### config.mk
export PLATFORM = sky130hd
export DESIGN_NAME = fp_minmax_core
export DESIGN_NICKNAME = d
export VERILOG_FILES = /design/src/rtl/fpmm_pkg.sv /design/src/rtl/fpmm_classify.sv /design/src/rtl/fpmm_order.sv /design/src/rtl/fpmm_nan_sel.sv /design/src/rtl/fp_minmax_core.sv
export SDC_FILE = /design/constraint.sdc
export NUM_CORES = 1
export LEC_CHECK = 0
export BUFFER_PORTS_ARGS = -buffer_cell sky130_fd_sc_hd__buf_2
export CAP_MARGIN = 20
export CELL_PAD_IN_SITES_DETAIL_PLACEMENT = 0
export CELL_PAD_IN_SITES_GLOBAL_PLACEMENT = 1
export CORE_ASPECT_RATIO = 2
export CORE_MARGIN = 8
export CORE_UTILIZATION = 40
export DETAILED_ROUTE_END_ITERATION = 7
export PLACE_DENSITY_LB_ADDON = 0.1
export SLEW_MARGIN = 20
export SYNTH_ARGS = -nofsm -noshare
export SYNTH_HDL_FRONTEND = slang
export SYNTH_SLANG_ARGS = --single-unit
### constraint.sdc
create_clock -name vclk -period 14.35
set_input_delay 2.87 -clock vclk [all_inputs]
set_output_delay 2.87 -clock vclk [all_outputs]
set_load 0.02 [all_outputs]
### src/rtl/fpmm_pkg.sv
package fpmm_pkg;
  localparam int unsigned FP_W      = 64;
  localparam int unsigned FP_EXP_W  = 11;
  localparam int unsigned FP_FRAC_W = FP_W - 1 - FP_EXP_W;
  localparam int unsigned QBIT      = FP_FRAC_W - 1;
  localparam int unsigned MODE_W    = 4;
  localparam int unsigned COND_W    = 4;

  typedef logic [FP_W-1:0] fp_t;

  localparam fp_t INF_MAG = {1'b0, {FP_EXP_W{1'b1}}, {FP_FRAC_W{1'b0}}};

  typedef enum logic [1:0] {
    RULE_NUM08 = 2'b00,
    RULE_MIN19 = 2'b01,
    RULE_NUM19 = 2'b10,
    RULE_TERN  = 2'b11
  } nan_rule_e;

  typedef struct packed {
    logic      is_max;
    logic      by_mag;
    nan_rule_e rule;
  } mode_t;

  typedef struct packed {
    logic nan;
    logic snan;
    fp_t  quieted;
    fp_t  mag;
  } fp_class_t;

  function automatic fp_t mag_of(fp_t x);
    return {1'b0, x[FP_W-2:0]};
  endfunction

  function automatic logic is_nan(fp_t x);
    return mag_of(x) > INF_MAG;
  endfunction

  function automatic fp_t quiet(fp_t x);
    fp_t q;
    q = x;
    q[QBIT] = 1'b1;
    return q;
  endfunction

  // Sign-magnitude strict less-than on raw encodings.
  function automatic logic sm_less(fp_t l, fp_t r);
    if (l[FP_W-1]) begin
      if (!r[FP_W-1]) return 1'b1;
      return l > r;
    end
    if (r[FP_W-1]) return 1'b0;
    return l < r;
  endfunction
endpackage

### src/rtl/fpmm_classify.sv
module fpmm_classify
  import fpmm_pkg::*;
(
  input  fp_t       op_i,
  output fp_class_t cls_o
);
  always_comb begin
    cls_o.mag     = mag_of(op_i);
    cls_o.nan     = is_nan(op_i);
    cls_o.snan    = cls_o.nan && !op_i[QBIT];
    cls_o.quieted = quiet(op_i);
  end

  always_comb begin

    quiet_keeps_nan_chk: assert (!cls_o.nan || is_nan(cls_o.quieted))
      else $error("quieting lost NaN");
  end
endmodule

### src/rtl/fpmm_order.sv
module fpmm_order
  import fpmm_pkg::*;
(
  input  fp_t   a_i,
  input  fp_t   b_i,
  input  fp_t   mag_a_i,
  input  fp_t   mag_b_i,
  input  mode_t mode_i,
  output logic  pick_a_o
);
  fp_t cmp_l, cmp_r, lhs, rhs;
  logic mag_differ;

  assign mag_differ = (mag_a_i != mag_b_i);

  always_comb begin
    cmp_l = a_i;
    cmp_r = b_i;
    if (mode_i.by_mag && mag_differ) begin
      cmp_l = mag_a_i;
      cmp_r = mag_b_i;
    end
    if (mode_i.by_mag && mode_i.rule == RULE_TERN) begin
      if (mag_a_i == '0) cmp_l = '0;
      if (mag_b_i == '0) cmp_r = '0;
    end
    lhs = mode_i.is_max ? cmp_r : cmp_l;
    rhs = mode_i.is_max ? cmp_l : cmp_r;
    pick_a_o = sm_less(lhs, rhs);
  end

  always_comb begin

    mag_min_pick_chk: assert (!(mode_i.by_mag && !mode_i.is_max && (mag_a_i < mag_b_i)) || pick_a_o)
      else $error("magnitude min did not pick smaller magnitude");
  end
endmodule

### src/rtl/fpmm_nan_sel.sv
module fpmm_nan_sel
  import fpmm_pkg::*;
(
  input  nan_rule_e rule_i,
  input  fp_t       a_i,
  input  fp_t       b_i,
  input  fp_t       qa_i,
  input  fp_t       qb_i,
  input  logic      a_nan_i,
  input  logic      b_nan_i,
  input  logic      a_snan_i,
  input  logic      b_snan_i,
  output fp_t       nan_res_o
);
  always_comb begin
    unique case (rule_i)
      RULE_NUM08: begin
        if (a_snan_i)                nan_res_o = qa_i;
        else if (b_snan_i)           nan_res_o = qb_i;
        else if (a_nan_i && b_nan_i) nan_res_o = qa_i;
        else if (a_nan_i)            nan_res_o = b_i;
        else                         nan_res_o = a_i;
      end
      RULE_MIN19: nan_res_o = a_nan_i ? qa_i : qb_i;
      RULE_NUM19: begin
        if (a_nan_i && b_nan_i) nan_res_o = qa_i;
        else if (a_nan_i)       nan_res_o = b_i;
        else                    nan_res_o = a_i;
      end
      default: nan_res_o = b_i;
    endcase
  end

  always_comb begin

    min19_quiet_nan_chk: assert (!(rule_i == RULE_MIN19 && (a_nan_i || b_nan_i))
                                 || (is_nan(nan_res_o) && nan_res_o[QBIT]))
      else $error("rule 01 did not give a quiet NaN");
  end
endmodule

### src/rtl/fp_minmax_core.sv
module fp_minmax_core
  import fpmm_pkg::*;
(
  input  logic [FP_W-1:0]   op_a_i,
  input  logic [FP_W-1:0]   op_b_i,
  input  logic [MODE_W-1:0] mode_i,
  input  logic              trap_en_i,
  input  logic              rec_en_i,
  output logic [FP_W-1:0]   res_o,
  output logic              wr_en_o,
  output logic              snan_flag_o,
  output logic [COND_W-1:0] cond_o
);
  localparam int unsigned N_OPS = 2;

  mode_t     mode;
  fp_t       ops [N_OPS];
  fp_class_t cls [N_OPS];
  fp_t       nan_res;
  logic      pick_a, any_nan, any_snan, trap_hit;

  assign mode   = mode_t'(mode_i);
  assign ops[0] = op_a_i;
  assign ops[1] = op_b_i;

  for (genvar gi = 0; gi < N_OPS; gi++) begin : g_cls
    fpmm_classify u_cls (.op_i(ops[gi]), .cls_o(cls[gi]));
  end

  fpmm_order u_order (
    .a_i(op_a_i), .b_i(op_b_i),
    .mag_a_i(cls[0].mag), .mag_b_i(cls[1].mag),
    .mode_i(mode), .pick_a_o(pick_a)
  );

  fpmm_nan_sel u_nan (
    .rule_i(mode.rule), .a_i(op_a_i), .b_i(op_b_i),
    .qa_i(cls[0].quieted), .qb_i(cls[1].quieted),
    .a_nan_i(cls[0].nan), .b_nan_i(cls[1].nan),
    .a_snan_i(cls[0].snan), .b_snan_i(cls[1].snan),
    .nan_res_o(nan_res)
  );

  assign any_nan     = cls[0].nan || cls[1].nan;
  assign any_snan    = cls[0].snan || cls[1].snan;
  assign trap_hit    = any_snan && trap_en_i;
  assign res_o       = any_nan ? nan_res : (pick_a ? op_a_i : op_b_i);
  assign snan_flag_o = any_snan;
  assign wr_en_o     = !trap_hit;
  assign cond_o      = rec_en_i ? {any_snan, trap_hit, any_snan, 1'b0} : '0;

  always_comb begin

    number_pick_chk: assert (any_nan || res_o == op_a_i || res_o == op_b_i)
      else $error("numeric result is neither operand");

    tern_nan_b_chk: assert (!(mode.rule == RULE_TERN && any_nan) || res_o == op_b_i)
      else $error("rule 11 NaN result is not B");

    snan_needs_nan_chk: assert (!snan_flag_o || any_nan)
      else $error("signaling flag without NaN input");

    wr_block_chk: assert (wr_en_o || (snan_flag_o && trap_en_i))
      else $error("write blocked without trap");

    cond_quiet_chk: assert (rec_en_i || cond_o == '0)
      else $error("condition bits set while not recording");
  end
endmodule

Word level (Yosys, flattened, before mapping)

Index checks and enable logic that the tools add are counted.

Add/subtract/negate cells: 0
Order comparisons: 4
Div/mod/pow operators: 0
Shift-type cells: 0
Multipliers: 0
Eq/ne operators: 4
Multiplexer cells: 28
Bitwise operators: 0
Reduce and logical (&&, ||, !) cells: 14

Operator list:

| kind                 | count |
|---|---|
| $mux 64              | 15 |
| $pmux 64 s3          | 1 |
| $logic_not 64->1     | 2 |
| $gt 63x63->1 const B | 2 |
| $gt 64x64->1         | 1 |
| $lt 64x64->1         | 1 |
| $ne 63x63->1         | 1 |
| $mux 1               | 11 |
| $logic_and 1x1->1    | 6 |
| $eq 2x2->1 const B   | 2 |
| $mux 4               | 1 |
| $logic_not 1->1      | 3 |
| $eq 2x1->1 const B   | 1 |
| $logic_not 2->1      | 1 |
| $logic_or 1x1->1     | 2 |

Memories kept: 0
Register bits: 0
Logic and storage cells: 50
Input port bits: 134
Bits in writable memories: 0
Memory bits (read-only): 0
Latch bits: 0

Logic depth before layout (Yosys ltp)

Gate-level depths: netlist of the first run.

Depth in word-level cells: 15
Gate-level depth with buffers: 19
Mapped depth without buffers: 17

Modules after synthesis

Synthesis of the first run repeated with hierarchy kept, for this count alone.

Cell total of the unflattened synthesis: 1751
Area, all modules: 13556.8 µm²

Modules (own cells, without submodules):

| module         | cells each | times used | area each (µm²) |
|---|---|---|---|
| fpmm_order     | 606        | 1          | 5052.3 |
| fpmm_nan_sel   | 609        | 1          | 4628.2 |
| fpmm_classify  | 154        | 2          | 1147.4 |
| fp_minmax_core | 228        | 1          | 1581.5 |

Worst setup path before layout of the first run

No wires, ideal clock.

Kind: input to output
Start: input op_b_i[51]
End: output res_o[10]
Arrival: 7.250 ns
Setup slack: 4.230 ns
Stages on the path: 18
Required time: 11.480 ns
Path through: clkbuf_1 > nor4_1 > nand4_1 > nor4_1 > nand4_1 > a32o_1 > nand2_1 > inv_1 > ha_1 > nand4_1 > nor4_1 > nand3_1 > or4_1 > or4_4 > a21o_1 > a21oi_4 > buf_6 > mux2_1

Cells in the longest elaborated chain, start to end: 15
Elaborated cells between the ends (all ways): 34

Ends and longest elaborated chain:

| element                                                               | line                 | text |
|---|---|---|
| start, declared                                                       | fp_minmax_core.sv:5  | `input logic [FP_W-1:0] op_b_i,` |
| parallel branches: the longest is 14 deep, another holds $gt 64x64->1 | -                    |  |
| $mux 64 (*)                                                           | fp_minmax_core.sv:47 | `assign res_o = any_nan ? nan_res : (pick_a ? op_a_i : op_b_i);` |
| end, declared                                                         | fp_minmax_core.sv:9  | `output logic [FP_W-1:0] res_o,` |

Every way passes the cells marked *. The select of a mux whose other input is x is not followed.

Worst setup path in the final report of the first run

Start: input op_b_i[51]
End: output res_o[45]

The elaborated chain is that of the path after synthesis.

==> results of run 1 <==
power by group through the flow:
stage | sequential [mW] | clock [mW] | combinational [mW]
2_1_floorplan | 0 | 0 | 0.201
3_3_place_gp | 0 | 0 | 0.295
3_5_place_dp | 0 | 0 | 0.300
4_1_cts | 0 | 0 | 0.301
5_1_grt | 0 | 0 | 0.326
6_report | 0 | 0 | 0.300
per-stage QoR:
stage	setup slack, ns	cells
4_1_cts	2.26	946
6_report	2.14	946
3_3_place_gp	2.45	946
5_1_grt	1.88	946
3_5_place_dp	2.29	946
2_1_floorplan	4.23	635
critical path, cell delays in order:
cell     delay (ns)
buf_2          0.18
nor4_1         0.49
nand4_1        0.28
nor4_1         0.57
nand4_1        0.24
a32o_1         0.32
nand2_1        0.11
inv_1          0.06
ha_1           0.32
nand4_1        0.12
nor4_1         0.40
nand3_1        0.20
or4_1          0.54
or4_4          0.51
a21o_1         0.29
a21oi_4        0.83
buf_4          0.45
mux2_2         0.37
buf_2          0.16
how the worst min path moves through the flow:
| stage | cells after the start | slack [ns] | from | to |
|---|---|---|---|---|
| 2_1_floorplan | 1 | 5.86 | trap_en_i | wr_en_o |
| 3_3_place_gp | 3 | 6.00 | trap_en_i | wr_en_o |
| 3_5_place_dp | 3 | 6.01 | trap_en_i | wr_en_o |
| 4_1_cts | 3 | 6.01 | trap_en_i | wr_en_o |
| 5_1_grt | 3 | 6.02 | trap_en_i | wr_en_o |
| 6_report | 3 | 6.01 | trap_en_i | wr_en_o |
kinds of logic after synthesis:
logic type | after synthesis | synth area share (%)
and+or+nand+nor | 173 | 18.2
AOI/OAI and AO/OA | 102 | 12.8
muxes | 181 | 38.0
xor gates and xnor gates | 63 | 10.7
adders and majority gates | 64 | 15.6
buffers and inverters | 51 | 4.62
other | 1 | 0.0728
per-layer routing:
| layer | up-vias | wire [um] | GRT usage (%) |
|---|---|---|---|
| li1 | 2786 | - | - |
| met1 | 2778 | 7220 | 23.3 |
| met2 | 219 | 11500 | 45.5 |
| met3 | 51 | 1000 | 1.96 |
| met4 | 0 | 1150 | 11.5 |
| met5 | - | 0 | 0 |
area by class of cell:
class                           count  area [um2]  area share [%]
Tap cell                          150         188            3.05
Timing Repair Buffer              206        1040            16.9
Multi-Input combinational cell    584        4910            79.7
Inverter                            6        22.5           0.365
Yosys cell counts, types with 2 or more instances:
master	count	area [um2]
mux2_2	109	1230
ha_1	64	801
mux2i_1	64	641
nor4_1	49	307
xor2_1	43	377
nand2_1	34	128
a21oi_1	32	160
nand4_1	30	188
o21ai_0	30	150
clkbuf_1	25	93.8
nor2_1	20	75.1
xnor2_1	20	175
nand3_1	15	75.1
buf_1	12	45.0
mux2_1	8	90.1
a21o_1	7	52.6
inv_1	6	22.5
o221a_2	6	67.6
buf_6	5	56.3
nor3_1	5	25.0
a211oi_1	4	30.0
and2_1	3	18.8
nand3b_1	3	22.5
nor2b_1	3	18.8
o21a_1	3	22.5
o2bb2ai_1	3	26.3
or4_1	3	22.5
a221oi_1	2	17.5
a32o_1	2	20.0
a41oi_1	2	17.5
and3_1	2	12.5
buf_4	2	15.0
o32ai_1	2	17.5
or3_1	2	12.5
==> impl_results.md, run 1 <==
* Seq/Total Area, Yosys at 0%
* Syn Area/Cell at 8.11 um2
* Flip-flop and latch count at 0
* Postcts setup bufs at 0
* Synth warn at 0
* Max IR drop VDD at 0.0481 mV
* Maxcap violations at 0
* Remaining antenna violation count after routing at 0
* Gpl congestion at 0.894
* CP required at 11.48 ns
* CP Launch Type: input port
* Synthesized area at 5150 um2
* Finished Cell Area at 6160 um2
* Num rows at 58
* Final period demand of the worst path at 12.21 ns
* Clock Buffer Count at 0
* RSZ-0062 raised after global routing: no
* HP Class: input port to primary output
* Sw Share at 58.4%
* # IOs at 204
* Final Routed Wirelength at 20.9 mm
* Leak at 2.82 nW
* Final core utilization at 49.1%
* Share of cells above drive strength 1 at 40.8%
* # hold bufs at CTS at 0
* GRT overflow at 0
* Comb power frac at 100.0%
* Status: finished clean
* Final Cycle Share at 85.1%
* Worst-margin pin slew at 1.01 ns
* Syn_nets at 833
* GR Util All Layers at 23.5%
* Syn Inst Count at 635
* CP Capture Point: res_o[45]
* N_diodes at 0
* Internal Power at 0.125 mW
* NumNets Final at 996
* Vias in the first global route at 6119
* Crit path DAT at 9.34 ns
* Final setup fails at 0
* Minimum hold slack at 6.01 ns
* Crit. End Element: primary output
* Die H at 176 um
* Final HPWL DP at 17.9 mm
* Count of final hold-check violations at 0
* DIE AREA at 17000 um2
* CP max FO at 29
* Core Region at 12600 um2
* DR iter-0 viols at 204
* Library cells used by synthesis at 49
* Worst rel slew slack at 32.3%
* I/O Buffers at 203
* Initial DRT Pass Iterations at 4
* Reg power frac at 0%
* Setup crit start: op_b_i[51]
* Max Fclk at 0.0819 GHz
* Area Overhead vs Synth at 19.7%
* Most frequent cells in the layout: buf_2 (202), mux2_2 (109), mux2i_1 (64), ha_1 (64), nor4_1 (49)
* Drt drc at 0
* Die X at 96.2 um
* Setup Crit Path Kind: input port to primary output
* Total power at 0.300 mW
* Post-Route Setup TNS at 0 ns
* Switching Power at 0.175 mW
* First-pass GRT wire length at 31.8 mm
* Cells resized by post-CTS repair at 0
* Fillers at 1306
* Vias at 5834
* Largest net degree at the start of global routing at 67
* Register Area at 0 um2
* Antenna violations before repair at 0
* Post-DP Area at 6160 um2
* Via density per instance at 6.17
* Pwr Density at 48.7 nW/um2
* Initial cell density of the core at 41.0%
* Clock Power Share at 0%
* Routed wire per std cell at 22.1 um
* Slew Limit Fails at 0
* Most common cell after layout, fill and taps aside: buf_2
Note: power is estimated with default switching activity, not from simulation.
==> run 2: changes to the inputs <==
CORE_MARGIN = 1   (was 8)
==> impl_results.md, run 2 (synthesis gave the netlist of run 1 again) <==
* HP Class: input port to primary output
* Minimum hold slack at 6.01 ns (+0.00220 ns)
* CP Launch Type: input port
* Num rows at 58 (unchanged)
* Comb power frac at 100.0% (about the same)
* Via density per instance at 6.15 (-0.27%)
* Cells resized by post-CTS repair at 0 (unchanged)
* Leak at 2.82 nW (-0.13%)
* CP max FO at 35 (+21%)
* Max Fclk at 0.0825 GHz (+0.74%)
* Final Cycle Share at 84.5% (-0.62 points)
* Initial cell density of the core at 41.0% (unchanged)
* Worst-margin pin slew at 0.896 ns (-0.117 ns)
* Die X at 82.2 um (-15%)
* Crit. End Element: primary output
* Post-Route Setup TNS at 0 ns (unchanged)
* Reg power frac at 0% (unchanged)
* DR iter-0 viols at 241 (+18%)
* Status: finished clean
* Postcts setup bufs at 0 (unchanged)
* GR Util All Layers at 28.4% (+5.0 points)
* # IOs at 204 (unchanged)
* NumNets Final at 995 (-0.10%)
* RSZ-0062 raised after global routing: no
* I/O Buffers at 203 (unchanged)
* CP required at 11.48 ns (about the same)
* Pwr Density at 48.1 nW/um2 (-1.3%)
* Fillers at 1299 (-0.54%)
* Core Region at 12600 um2 (unchanged)
* Area Overhead vs Synth at 19.6% (about the same)
* Worst rel slew slack at 40.3% (+7.9 points)
* Routed wire per std cell at 20.3 um (-8.1%)
* Count of final hold-check violations at 0 (unchanged)
* # hold bufs at CTS at 0 (unchanged)
* Maxcap violations at 0 (unchanged)
* Final setup fails at 0 (unchanged)
* Remaining antenna violation count after routing at 0 (unchanged)
* GRT overflow at 0 (unchanged)
* N_diodes at 0 (unchanged)
* Finished Layout Cells at 945 (-0.11%)
* DIE AREA at 13400 um2 (-21%)
* Largest net degree at the start of global routing at 90 (+34%)
* Area of the multi-input gates at 4910 um2 (unchanged)
* Register Area at 0 um2 (unchanged)
* Final period demand of the worst path at 12.12 ns (-0.0892 ns)
* First-pass GRT wire length at 29.0 mm (-8.7%)
* Sw Share at 57.8% (-0.51 points)
* Most common cell after layout, fill and taps aside: buf_2
* Antenna violations before repair at 0 (unchanged)
* Initial DRT Pass Iterations at 5 (+1)
* Most frequent cells in the layout: buf_2 (202), mux2_2 (109), mux2i_1 (64), ha_1 (64), nor4_1 (49)
* Vias at 5812 (-0.38%)
* Setup Crit Path Kind: input port to primary output
* Vias in the first global route at 5568 (-9.0%)
* Clock Buffer Count at 0 (unchanged)
* Final HPWL DP at 16.3 mm (-8.6%)
* Drt drc at 0 (unchanged)
* Share of cells above drive strength 1 at 40.8% (-0.074 points)
* Max IR drop VDD at 0.0383 mV (-20%)
* Flip-flop and latch count at 0 (unchanged)
* Final Routed Wirelength at 19.2 mm (-8.2%)
* Gpl congestion at 0.909 (+1.8%)
* Clock Power Share at 0% (unchanged)
* Crit path DAT at 9.25 ns (-0.09 ns)
* Cells after DPL at 945 (-0.11%)
* Die H at 162 um (-7.9%)
* Switching Power at 0.171 mW (-2.2%)
* Slew Limit Fails at 0 (unchanged)
* Internal Power at 0.125 mW (-0.15%)
==> run 2: cell count changes in the layout (fill, tap and decap cells not counted), sizes merged <==
| cell | delta |
|---|---|
| buf | -1 |
==> run 2: worst paths after layout <==
check | from | depth (start not counted) | end
setup / recovery | op_b_i[51] | 19 | res_o[15]
hold / removal | trap_en_i | 3 | wr_en_o
==> run 2: final cells by class <==
type,instances,area share (%)
inverters,6,0.366
multi-input cells,584,79.7
well taps,150,3.05
repair buffers,205,16.8
==> run 2: power by group through the flow <==
stage | Sequential [mW] | Clock (mW) | Combinational, mW
global placement | 0 | 0 | 0.291
finish | 0 | 0 | 0.296
global route | 0 | 0 | 0.322
CTS | 0 | 0 | 0.297
floorplan | 0 | 0 | 0.201
detailed placement | 0 | 0 | 0.295
==> run 2: metrics by stage <==
stage | area [um2] | total power [mW] | setup WS, ns | utilization [%]
final | 6160 | 0.296 | 2.23 | 49.1
after global routing | 6160 | 0.322 | 1.96 | 49.1
after CTS | 6160 | 0.297 | 2.37 | 49.1
after detailed placement | 6160 | 0.295 | 2.40 | 49.1
after global placement | 6160 | 0.291 | 2.62 | 49.1
after floorplan | 5150 | 0.201 | 4.23 | -
==> run 2: worst max-delay path, cell delays in order <==
cell	delay, ns
buf_2	0.18
nor4_1	0.54
nand4_1	0.28
nor4_1	0.57
nand4_1	0.26
a32o_1	0.32
nand2_1	0.12
inv_1	0.08
ha_1	0.32
nand4_1	0.11
nor4_1	0.39
nand3_1	0.19
or4_1	0.55
or4_4	0.51
a21o_1	0.29
a21oi_4	0.56
buf_4	0.50
mux2_2	0.39
buf_2	0.16
==> run 2: metal layers <==
metal / wire length, um / vias to the layer above / share of wire, % / track usage (%)
li1: - / 2786 / - / -
met1: 6660 / 2768 / 35 / 29.0
met2: 10800 / 210 / 57 / 56.0
met3: 695 / 48 / 3.6 / 1.51
met4: 975 / 0 / 5.1 / 12.4
met5: 0 / - / 0 / 0
